<file path="src/rtl/pstore_pkg.sv">
package pstore_pkg;
  typedef enum logic {
    MODE_NARROW = 1'b0,
    MODE_WIDE   = 1'b1
  } width_mode_e;
endpackage

</file>
<file path="src/rtl/pstore_decoder.sv">
module pstore_decoder #(
  parameter int NUM_PAT = 4,
  parameter int SEL_W   = $clog2(NUM_PAT)
) (
  input  logic [SEL_W-1:0]   sel,
  input  logic               en,
  output logic [NUM_PAT-1:0] hit
);
  for (genvar k = 0; k < NUM_PAT; k++) begin : g_hit
    assign hit[k] = en && (sel == SEL_W'(k));
  end
endmodule

</file>
<file path="src/rtl/pstore_half.sv">
module pstore_half
  import pstore_pkg::*;
#(
  parameter int W = 32
) (
  input  logic        clk,
  input  logic        rst_n,
  input  logic        shift_en,
  input  width_mode_e mode,
  input  logic        din,
  output logic [W-1:0] word,
  output logic        tail
);
  localparam int HW = W / 2;

  logic [W-1:0] shifted;
  logic [W-1:0] bit_en;

  assign shifted = {word[W-2:0], din};

  // lower half shifts in both modes, upper half only at full length
  for (genvar i = 0; i < W; i++) begin : g_en
    if (i < HW) begin : g_lo
      assign bit_en[i] = shift_en;
    end else begin : g_hi
      assign bit_en[i] = shift_en && (mode == MODE_WIDE);
    end
  end

  always_ff @(posedge clk or negedge rst_n) begin
    if (!rst_n) begin
      word <= '0;
    end else begin
      word <= (word & ~bit_en) | (shifted & bit_en);
    end
  end

  assign tail = (mode == MODE_WIDE) ? word[W-1] : word[HW-1];
endmodule

</file>
<file path="src/rtl/pstore_slot.sv">
module pstore_slot
  import pstore_pkg::*;
#(
  parameter int W = 32
) (
  input  logic        clk,
  input  logic        rst_n,
  input  logic        shift_en,
  input  width_mode_e mode,
  input  logic        din,
  output logic [W-1:0] p_word,
  output logic [W-1:0] n_word,
  output logic        tail
);
  logic p_tail;

  pstore_half #(.W(W)) u_p_half (
    .clk      (clk),
    .rst_n    (rst_n),
    .shift_en (shift_en),
    .mode     (mode),
    .din      (din),
    .word     (p_word),
    .tail     (p_tail)
  );

  pstore_half #(.W(W)) u_n_half (
    .clk      (clk),
    .rst_n    (rst_n),
    .shift_en (shift_en),
    .mode     (mode),
    .din      (p_tail),
    .word     (n_word),
    .tail     (tail)
  );
endmodule

</file>
<file path="src/rtl/pattern_store.sv">
module pattern_store
  import pstore_pkg::*;
#(
  parameter int NUM_PAT = 4,
  parameter int HALF_W  = 32,
  parameter int SEL_W   = $clog2(NUM_PAT)
) (
  input  logic                        sclk,
  input  logic                        rst_n,
  input  logic                        cs_n,
  input  logic                        sdi,
  input  logic [SEL_W-1:0]            pat_sel,
  input  logic                        wide,
  output logic                        sdo,
  output logic [NUM_PAT*HALF_W-1:0]   p_words,
  output logic [NUM_PAT*HALF_W-1:0]   n_words
);
  localparam int TOTAL_W = NUM_PAT * HALF_W;

  width_mode_e          mode;
  logic [NUM_PAT-1:0]   slot_hit;
  logic [NUM_PAT-1:0]   slot_tail;
  logic [TOTAL_W-1:0]   p_flat;
  logic [TOTAL_W-1:0]   n_flat;

  assign mode = width_mode_e'(wide);

  pstore_decoder #(.NUM_PAT(NUM_PAT), .SEL_W(SEL_W)) u_dec (
    .sel (pat_sel),
    .en  (!cs_n),
    .hit (slot_hit)
  );

  for (genvar k = 0; k < NUM_PAT; k++) begin : g_slot
    pstore_slot #(.W(HALF_W)) u_slot (
      .clk      (sclk),
      .rst_n    (rst_n),
      .shift_en (slot_hit[k]),
      .mode     (mode),
      .din      (sdi),
      .p_word   (p_flat[k*HALF_W +: HALF_W]),
      .n_word   (n_flat[k*HALF_W +: HALF_W]),
      .tail     (slot_tail[k])
    );
  end

  assign sdo     = slot_tail[pat_sel];
  assign p_words = p_flat;
  assign n_words = n_flat;
endmodule

</file>
<file path="config.mk">
export PLATFORM = sky130hd
export DESIGN_NAME = pattern_store
export DESIGN_NICKNAME = d
export VERILOG_FILES = /design/src/rtl/pstore_pkg.sv /design/src/rtl/pstore_decoder.sv /design/src/rtl/pstore_half.sv /design/src/rtl/pstore_slot.sv /design/src/rtl/pattern_store.sv
export SDC_FILE = /design/constraint.sdc
export NUM_CORES = 1
export LEC_CHECK = 0
export BUFFER_PORTS_ARGS = -buffer_cell sky130_fd_sc_hd__buf_2
export CELL_PAD_IN_SITES_DETAIL_PLACEMENT = 1
export CELL_PAD_IN_SITES_GLOBAL_PLACEMENT = 1
export CORE_AREA = 2 2 161 163
export CTS_CLUSTER_SIZE = 28
export DETAILED_ROUTE_END_ITERATION = 8
export DIE_AREA = 0 0 163 165
export HOLD_SLACK_MARGIN = 0.02
export PLACE_DENSITY = 0.85
export SLEW_MARGIN = 20
export SYNTH_ARGS = -nofsm -noshare
export SYNTH_HDL_FRONTEND = slang
export SYNTH_SLANG_ARGS = --single-unit
</file>
<file path="constraint.sdc">
create_clock -name sclk -period 1.2 [get_ports sclk]
set_input_delay 0.06 -clock sclk [delete_from_list [all_inputs] [get_ports sclk]]
set_output_delay 0.06 -clock sclk [all_outputs]
set_load 0.03 [all_outputs]
</file>
### After elaboration in Yosys (flattened, before gate mapping)

Index checks and enable logic that the tools add are counted.

| word-level totals | value |
|---|---|
| bits in registers | 256 |
| input port bits | 7 |
| output and inout bits | 257 |
| logic and storage cells | 60 |

| cells by class | value |
|---|---|
| $lt $le $gt $ge | 1 |
| equality and inequality tests | 3 |
| muxes and demuxes | 10 |
| bitwise gates (word level) | 28 |
| reduce and logical (&&, ||, !) cells | 10 |

Operators by type and width:

| cell | number |
|---|---|
| 32-bit AND | 16 |
| 32-bit bitwise OR | 8 |
| 32-bit NOT | 4 |
| 1-bit 2-to-1 mux | 9 |
| 1-bit logical AND | 8 |
| 2-bit == test (second input constant) | 2 |
| 2-bit by 3-bit less-than comparator with 1-bit output (second input constant) | 1 |
| 1-bit binary-select mux with 2-bit select | 1 |
| 2-bit by 1-bit == test with 1-bit output (second input constant) | 1 |
| 2-bit zero test | 1 |
| 1-bit zero test | 1 |

### Logic depth before layout (Yosys ltp)

Gate-level depths: netlist (run 1).

| logic depth | value |
|---|---|
| word-level depth | 6 |
| gate-level depth with buffers | 5 |
| depth with buffers taken out | 2 |

### Hierarchy

Synthesis (run 1) repeated with hierarchy kept, for this count alone.

| unflattened totals | value |
|---|---|
| cells, all modules | 558 |
| area, all modules | 10073.4 um^2 |

By module, submodules not included:

| module | instances | cells each | area an instance (um^2) | sequential area each (um^2) |
|---|---|---|---|---|
| pstore_half | 8 | 69 | 1251.2 | 800.8 |
| pstore_decoder | 1 | 4 | 37.5 | 0.0 |
| pattern_store | 1 | 2 | 26.3 | 0.0 |

### Worst setup path after synthesis (run 1)

No wires, ideal clock.

| path | value |
|---|---|
| kind | reg-to-output |
| start | register with a tool-made name |
| end | output sdo |
| arrival | 1.314 ns |
| required time | 1.140 ns |
| setup slack | -0.174 ns |
| cell stages (with the launch flop) | 3 |
| buffers on the path | 0 |
| path through | dfrtp_1 -> mux4_2 -> mux2_2 |

RTL lines:

| element | RTL line | source |
|---|---|---|
| end, declared | pattern_store.sv:14 | `output logic sdo,` |

==> results.sh, run 1 <==
export IMPL_place_area_um2=11830
export IMPL_drt_iter0_markers=174
export IMPL_yosysWarnings=0
export IMPL_finalMaxSlewViolations=0
export IMPL_htreeDepth=1
export IMPL_die_h_um=165
export IMPL_routed_wl_mm=29.51
export IMPL_drive_gt1_share_pct=73.36
export IMPL_r2r_setup_slack_ns=0
export IMPL_root_buffer="clkbuf_16"
export IMPL_placedCellCount=1155
export IMPL_status="complete, but fails checks"
export IMPL_yosys_top_cells_area="dfrtp_1, mux2_2, mux2_1, buf_6, buf_4"
export IMPL_dr_pass1_iters=4
export IMPL_hold_viol=0
export IMPL_period_share_pct=158.2
export IMPL_critPathMaxStageDelay_ns=0.47
export IMPL_clk_latency_ns=0.53
export IMPL_endpoint_kind="primary output"
export IMPL_multi_input_area_um2=3247
export IMPL_rows=58
export IMPL_grt_pass1_wl_mm=41.41
export IMPL_path_class="register to primary output"
export IMPL_synth_area_um2=9723
export IMPL_critPathLaunchType="register"
export IMPL_antenna_left=0
export IMPL_fp_coreArea_um2=25040
export IMPL_fin_skew_ns=0.01361
export IMPL_final_util_pct=58.79
export IMPL_cts_buffers=27
export IMPL_grt_use_total_pct=19.82
export IMPL_routedWlPerCell_um=22.07
export IMPL_grt_overflow=0
export IMPL_fin_ws_ns=-0.6980
export IMPL_maxCapViolCount=0
export IMPL_hpwl_mm=16.61
export IMPL_regArea_um2=6417
export IMPL_synth_top_area_cell="dfrtp_1"
export IMPL_port_buffers=263
export IMPL_holdWs_ns=0.2075
export IMPL_grt_pass1_vias=6988
export IMPL_gp_congestion=0.7352
export IMPL_power_density_nw_per_um2=1534
export IMPL_cp_slowest_cell="mux4_2"
export IMPL_fillers=2310
export IMPL_fin_nets=994
export IMPL_hold_depth=4
export IMPL_clk_path_buf_depth=3
export IMPL_routed_via_density=4.813
export IMPL_r2r_cells=3
export IMPL_instances_no_fill=1337
export IMPL_grt_max_degree=41
export IMPL_cts_tree="done"
export IMPL_fin_setup_tns_ns=-1.340
export IMPL_remaining_drc_errors=0
export IMPL_relSlewSlack_pct=80.56
export IMPL_synth_top_area_share_pct=65.89
export IMPL_vias=6435
export IMPL_areaGrowthSynthToFinish_pct=51.38
export IMPL_cp_max_fo=2
export IMPL_ir_drop_mv=1.400
export IMPL_violations="setup timing"
export IMPL_worstPathArrival_ns=1.84
export IMPL_synth_seq_cells=256
export IMPL_synthCells=557
export IMPL_p_leak_nw=7.921
export IMPL_ys_seq_area_share_pct=65.89
export IMPL_syn_nets=564
export IMPL_syn_avg_cell_area_um2=17.46
export IMPL_hold_path_class="input port to register"
export IMPL_max_freq_mhz=526.9
export IMPL_ios=264
export IMPL_post_synth_num_cell_types=15
export IMPL_initial_core_util_pct=38.84
export IMPL_cp_required_ns=1.14
export IMPL_worstPathCellList="mux4_2 -> mux2_4 -> buf_6"
export IMPL_dieArea_um2=26900
export IMPL_worst_pin_slew_ns=0.2911
export IMPL_fin_crit_ns=1.898
export IMPL_die_width_um=163
export IMPL_cts_sinks=256
export IMPL_clk_pin_slew_worst_paths_ns=0.06
export IMPL_worstHoldStart="pat_sel[0]"
export IMPL_rsz0062_at_grt="yes"
export IMPL_stdcell_area_um2=14720
export IMPL_finalSetupViolCount=11
export IMPL_antenna_found_initial=3
-- layout make-up --
| class | count | area share, % |
|---|---|---|
| Clock buffer | 32 | 4.990 |
| Sequential cell | 256 | 43.60 |
| Multi-Input combinational cell | 271 | 22.06 |
| Clock inverter | 16 | 1.768 |
| Antenna cell | 1 | 0.01700 |
| Tap cell | 330 | 2.805 |
| Timing Repair Buffer | 431 | 24.76 |
-- how the worst max path moves through the flow --
stage | from | endpoint | cells past startpoint | slack [ns]
final | register | sdo | 3 | -0.70
after global routing | register | sdo | 3 | -0.74
after CTS | register | sdo | 3 | -0.73
after detailed placement | wide | register | 4 | -0.25
after global placement | register | sdo | 3 | -0.17
after floorplan | register | sdo | 2 | -0.12
-- cells in the mapped netlist (all sizes together) --
| library cell | count |
|---|---|
| mux2 | 261 |
| nor3 | 1 |
| and4bb | 1 |
| nor4b | 1 |
| dfrtp | 256 |
| buf | 29 |
| nand3b | 1 |
| nor4bb | 1 |
| nand4b | 1 |
| nor3b | 2 |
| mux4 | 2 |
| clkbuf | 1 |
-- kinds of logic (layout without fill, tap and decap cells) --
group | count (synthesis) | in the layout | synth area share, %
flops | 256 | 256 | 65.89
other cells | 0 | 1 | 0
simple gates | 8 | 8 | 1.004
mux | 263 | 263 | 30.69
buf+inv | 30 | 479 | 2.419
-- timing repair --
action	CTS	global route
setup endpoints to repair	164	145
gates resized for setup	203	176
hold buffers	3	0
setup buffers	78	55
endpoints found under the hold margin	260	0
-- layout by cell type, fill, tap and decap left out --
cell type / n
buf_8: 1
mux2_1: 14
clkinv_2: 7
nor4bb_4: 1
mux2_2: 212
clkbuf_16: 27
nor4b_4: 1
dfrtp_2: 9
buf_12: 15
buf_4: 301
diode_2: 1
clkbuf_4: 1
buf_6: 77
dfrtp_1: 247
bufinv_16: 7
nor3b_4: 2
nand4b_1: 1
nand3b_1: 1
mux2_4: 35
and4bb_1: 1
nor3_4: 1
clkbuf_8: 4
buf_2: 33
clkbuf_1: 1
mux4_2: 2
clkinvlp_4: 2
dlygate4sd3_1: 3
-- routing by layer --
layer,wire length [µm],up-vias,global-route usage (%)
met5,21,-,0
met4,722,4,4.706
met3,1713,44,4.922
met2,16130,195,36.50
met1,10920,3354,23.22
li1,-,2838,-
-- where the power goes --
part | total (mW) | leakage, nW | internal [mW] | switching [mW]
Combinational | 3.50 | 3.92 | 1.48 | 2.02
Clock | 9.47 | 0.489 | 5.85 | 3.61
Sequential | 9.62 | 3.51 | 9.17 | 0.451
Total | 22.6 | 7.92 | 16.5 | 6.09
-- per-stage QoR --
step           total power, mW  worst slack (ns)
6_report                 22.58           -0.6980
5_1_grt                  23.33           -0.7424
4_1_cts                  22.44           -0.7324
3_5_place_dp             12.55           -0.2454
3_3_place_gp             12.42           -0.1668
2_1_floorplan            11.43           -0.1178
-- worst max-delay path, delay by kind of cell (launching register included) --
kind,cells,cell delay (ns)
flip-flops,1,0.40
multiplexers,2,0.76
buffers and inverters,1,0.14
No activity file was read; power rests on OpenSTA's default activity.
==> run 2: changes to the inputs <==
Settings changed: CORE_AREA 2 2 161 163 to 4 4 163 165, DIE_AREA 0 0 163 165 to 0 0 167 169, REMOVE_ABC_BUFFERS set to 1.
==> results.sh, run 2 (same netlist as run 1, synthesis figures left out) <==
export IMPL_status="complete, but fails checks"
export IMPL_violations="setup timing"
export IMPL_drive_gt1_share_pct=69.55
export IMPL_fin_ws_ns=-0.6851
export IMPL_routed_wl_mm=29.62
export IMPL_clk_latency_ns=0.54
export IMPL_finalSetupViolCount=12
export IMPL_antenna_left=0
export IMPL_cts_sinks=256
export IMPL_final_cell_mix="dfrtp_1, buf_4, mux2_2"
export IMPL_clk_pin_slew_worst_paths_ns=0.08
export IMPL_fin_skew_ns=0.01775
export IMPL_htreeDepth=1
export IMPL_drt_iter0_markers=269
export IMPL_grt_overflow=0
export IMPL_antenna_found_initial=2
export IMPL_grt_pass1_wl_mm=40.85
export IMPL_cp_slowest_cell="mux4_2"
export IMPL_regArea_um2=6407
export IMPL_final_util_pct=58.32
export IMPL_critPathLaunchType="register"
export IMPL_worst_pin_slew_ns=0.3524
export IMPL_path_class="register to primary output"
export IMPL_remaining_drc_errors=0
export IMPL_maxCapViolCount=0
export IMPL_max_freq_mhz=530.5
export IMPL_port_buffers=263
export IMPL_cts_tree="done"
export IMPL_period_share_pct=157.1
export IMPL_endpoint_kind="primary output"
export IMPL_die_width_um=167
export IMPL_critPathMaxStageDelay_ns=0.45
export IMPL_cts_buffers=28
export IMPL_worstPathCellList="mux4_2 -> mux2_2 -> buf_6"
export IMPL_clk_path_buf_depth=3
export IMPL_vias=6354
export IMPL_fp_coreArea_um2=25040
export IMPL_power_mw=22.25
export IMPL_finalMaxSlewViolations=0
export IMPL_cp_top_family="multiplexers"
export IMPL_fillers=2329
export IMPL_rows=58
export IMPL_p_leak_nw=7.841
export IMPL_routed_via_density=4.788
export IMPL_ir_drop_mv=1.296
export IMPL_dr_pass1_iters=4
export IMPL_grt_use_total_pct=17.84
export IMPL_die_h_um=169
export IMPL_grt_max_degree=52
export IMPL_relSlewSlack_pct=76.51
export IMPL_fin_crit_ns=1.885
export IMPL_final_common_cell="dfrtp_1"
export IMPL_gp_congestion=0.7528
export IMPL_worstPathArrival_ns=1.83
export IMPL_initial_core_util_pct=38.84
export IMPL_hpwl_mm=16.27
export IMPL_multi_input_area_um2=3119
export IMPL_path_buf_inv=1
export IMPL_rsz0062_at_grt="yes"
export IMPL_dieArea_um2=28220
export IMPL_areaGrowthSynthToFinish_pct=50.16
export IMPL_hold_viol=0
export IMPL_cp_required_ns=1.14
export IMPL_fin_nets=984
export IMPL_hold_path_class="input port to async pin"
export IMPL_root_buffer="clkbuf_16"
export IMPL_power_density_nw_per_um2=1524
export IMPL_ios=264
export IMPL_routedWlPerCell_um=22.32
export IMPL_grt_pass1_vias=6831
export IMPL_cp_max_fo=3
## run 2: changes by cell type in the layout (fill, tap and decap cells not counted), moves of 13 or more
cell    delta
mux2_2    +13
buf_6     +58
buf_2     -15
mux2_4    -34
buf_4     -48
mux2_1    +21
## run 2: cell type report
class | count | share of cell area (%)
clock buffer | 40 | 5.459
multi-input combinational | 271 | 21.36
sequential | 256 | 43.89
antenna | 2 | 0.03428
timing repair buffer | 420 | 25.79
tap | 330 | 2.828
clock inverter | 8 | 0.6427
## run 2: path summary, 6_finish.rpt
kind / slack, ns / cells past startpoint / start / end
setup / recovery: -0.69 / 3 / register / sdo
hold / removal: 0.006 / 2 / rst_n / async pin
setup reg to reg: -0.02 / 5 / register / register
hold reg to reg: 0.51 / 1 / register / register
max in group asynchronous: 0.54 / 3 / rst_n / async pin
min in group sclk: 0.21 / 4 / cs_n / register
## run 2: what timing repair did
item                       4_1_cts  5_1_grt
cloned                           0        0
hold endpoints to repair       260        0
setup buffers                   53       72
setup endpoints to repair      139      206
resized for setup              173      314
hold buffers                     2        0
## run 2: worst register-to-register path, cell delays in order, from the launching register on
cell and delay, ns:
dfrtp_1 0.39, buf_4 0.14, buf_6 0.10, buf_6 0.10, buf_6 0.12, mux2_2 0.26
## run 2: per-stage QoR
step / TNS, ns / std cells / instance area [µm²] / setup WS (ns) / hold slack (ns)
final: -1.427 / 1327 / 14600 / -0.6851 / 0.006191
after global routing: -3.186 / 1327 / 14600 / -0.7574 / 0.02398
after CTS: -1.587 / 1253 / 13410 / -0.7339 / 0.002535
after detailed placement: -38.63 / 1152 / 11640 / -0.3090 / -0.02460
after global placement: -36.17 / 1152 / 11640 / -0.2721 / -0.03049
after floorplan: -209.91 / 527 / 9488 / -2.642 / -0.2356
## run 2: metal layers
layer	routed length (µm)	part of all wire, %	track usage, %	vias up
met3	1967	6.6	4.577	37
met2	15910	54	31.65	206
met5	0	0	0	-
met1	11190	38	22.21	3294
met4	554	1.9	3.629	0
li1	-	-	-	2817
## run 2: power by group
part           switching (mW)  leakage, nW  internal (mW)
Combinational            2.16         3.87           1.86
Clock                    3.51        0.440           5.02
Sequential              0.530         3.53           9.17
Total                    6.20         7.84           16.0
==> run 3: changes to the inputs <==
Settings changed: CORE_AREA 4 4 163 165 to 4 4 161 163, DIE_AREA 0 0 167 169 to 0 0 165 167, PLACE_DENSITY 0.85 to 0.84, SLEW_MARGIN 20 to not set.
Clock period 1.2 ns to 2.45 ns, I/O delays scaled along.
==> results.sh, run 3 (same netlist as run 1, synthesis figures left out) <==
export IMPL_path_class="register to primary output"
export IMPL_sw_frac_of_total_pct=27.40
export IMPL_endpoint_kind="primary output"
export IMPL_drive_gt1_share_pct=64.44
export IMPL_num_antenna_cells=0
export IMPL_cts_buffers=27
export IMPL_worstPathCellList="mux4_2 -> mux2_2 -> buf_2"
export IMPL_final_util_pct=50.39
export IMPL_grt_pass1_vias=6242
export IMPL_rows=57
export IMPL_period_share_pct=82.78
export IMPL_finalMaxSlewViolations=0
export IMPL_die_h_um=167
export IMPL_cts_tree="done"
export IMPL_routed_via_density=4.883
export IMPL_clk_path_buf_depth=3
export IMPL_fin_setup_tns_ns=0
export IMPL_gp_congestion=0.7237
export IMPL_power_mw=9.955
export IMPL_relSlewSlack_pct=50.27
export IMPL_place_area_um2=11400
export IMPL_power_switching_mw=2.728
export IMPL_root_buffer="clkbuf_16"
export IMPL_clk_latency_ns=0.53
export IMPL_p_int_mw=7.227
export IMPL_rsz0062_at_grt="no"
export IMPL_vias=5742
export IMPL_antenna_left=0
export IMPL_fin_ws_ns=0.4219
export IMPL_maxCapViolCount=0
export IMPL_cp_max_fo=4
export IMPL_cts_resized=0
export IMPL_antenna_found_initial=0
export IMPL_fin_skew_ns=0.01157
export IMPL_fp_coreArea_um2=24320
export IMPL_clock_power_share_pct=39.2
export IMPL_final_cell_mix="buf_2, dfrtp_1, mux2_2"
export IMPL_max_freq_mhz=493.1
export IMPL_post_place_ws_ns=0.7882
export IMPL_pwr_share_seq_pct=47.4
export IMPL_holdWs_ns=0.2261
export IMPL_stdcell_area_um2=12260
export IMPL_hold_path_class="input port to async pin"
export IMPL_dieArea_um2=27560
export IMPL_grt_overflow=0
export IMPL_fillers=2458
export IMPL_cp_slowest_cell="mux4_2"
export IMPL_cp_required_ns=2.33
export IMPL_grt_pass1_wl_mm=37.18
export IMPL_routedWlPerCell_um=19.71
export IMPL_routed_wl_mm=23.18
export IMPL_critPathLaunchType="register"
export IMPL_worst_pin_slew_ns=0.7460
export IMPL_p_leak_nw=6.943
export IMPL_initial_core_util_pct=39.98
export IMPL_areaGrowthSynthToFinish_pct=26.05
export IMPL_hold_viol=0
export IMPL_fin_nets=844
export IMPL_finalSetupViolCount=0
export IMPL_instances_no_fill=1176
export IMPL_htreeDepth=1
export IMPL_dr_pass1_iters=4
export IMPL_final_common_cell="buf_2"
export IMPL_grt_use_total_pct=16.64
export IMPL_cts_setup_buffers=0
export IMPL_power_density_nw_per_um2=812.3
export IMPL_placedCellCount=1130
export IMPL_ir_drop_mv=0.5706
export IMPL_clk_pin_slew_worst_paths_ns=0.06
export IMPL_grt_max_degree=97
export IMPL_die_width_um=165
export IMPL_port_buffers=263
export IMPL_status="completed"
export IMPL_worstPathArrival_ns=1.91
export IMPL_drt_iter0_markers=178
export IMPL_ios=264
export IMPL_hold_buffers=2
export IMPL_fin_crit_ns=2.028
export IMPL_critPathMaxStageDelay_ns=0.48
export IMPL_power_frac_comb_pct=13.4
export IMPL_hpwl_mm=15.97
export IMPL_remaining_drc_errors=0
export IMPL_cts_sinks=256
run 3: cell count changes in the layout (fill, tap and decap cells not counted), sizes merged:
cell / previous run / this run
buf: 418 / 279
clkinv: 6 / 2
diode: 2 / 0
bufinv: 2 / 1
inv: 0 / 1
run 3: layer usage:
metal  up-vias  global-route usage, %  wire [µm]
li1       2553                      -          -
met2       181                  28.21      11640
met3        37                  4.251       1501
met4         0                  4.051        591
met1      2971                  21.34       9445
met5         -                      0          0
run 3: worst max-delay path: cells and delay by family (launching register included):
kind	cells	cell delay (ns)
muxes	2	0.75
DFF	1	0.42
buffers and inverters	1	0.20
run 3: power groups by stage:
stage	logic (mW)	clock network (mW)	registers [mW]
floorplan	0.312	0	5.25
global placement	1.32	0	4.75
detailed placement	1.35	0	4.78
CTS	1.36	4.02	4.72
global route	1.42	4.23	4.75
finish	1.33	3.91	4.72
run 3: layout make-up:
class,count,area (µm²),area share [%]
Tap cell,324,405.4,3.308
Sequential cell,256,6406,52.27
Multi-Input combinational cell,271,3115,25.42
Clock buffer,40,784.5,6.401
Timing Repair Buffer,281,1491,12.17
Clock inverter,4,52.55,0.4288
run 3: final timing paths:
kind / startpoint / to / slack [ns] / cells past startpoint
setup / recovery: register / sdo / 0.42 / 3
hold / removal: rst_n / async pin / 0.23 / 2
setup reg to reg: register / register / 1.37 / 2
hold reg to reg: register / register / 0.51 / 1
max in group asynchronous: rst_n / async pin / 1.40 / 3
min in group sclk: wide / register / 0.23 / 3
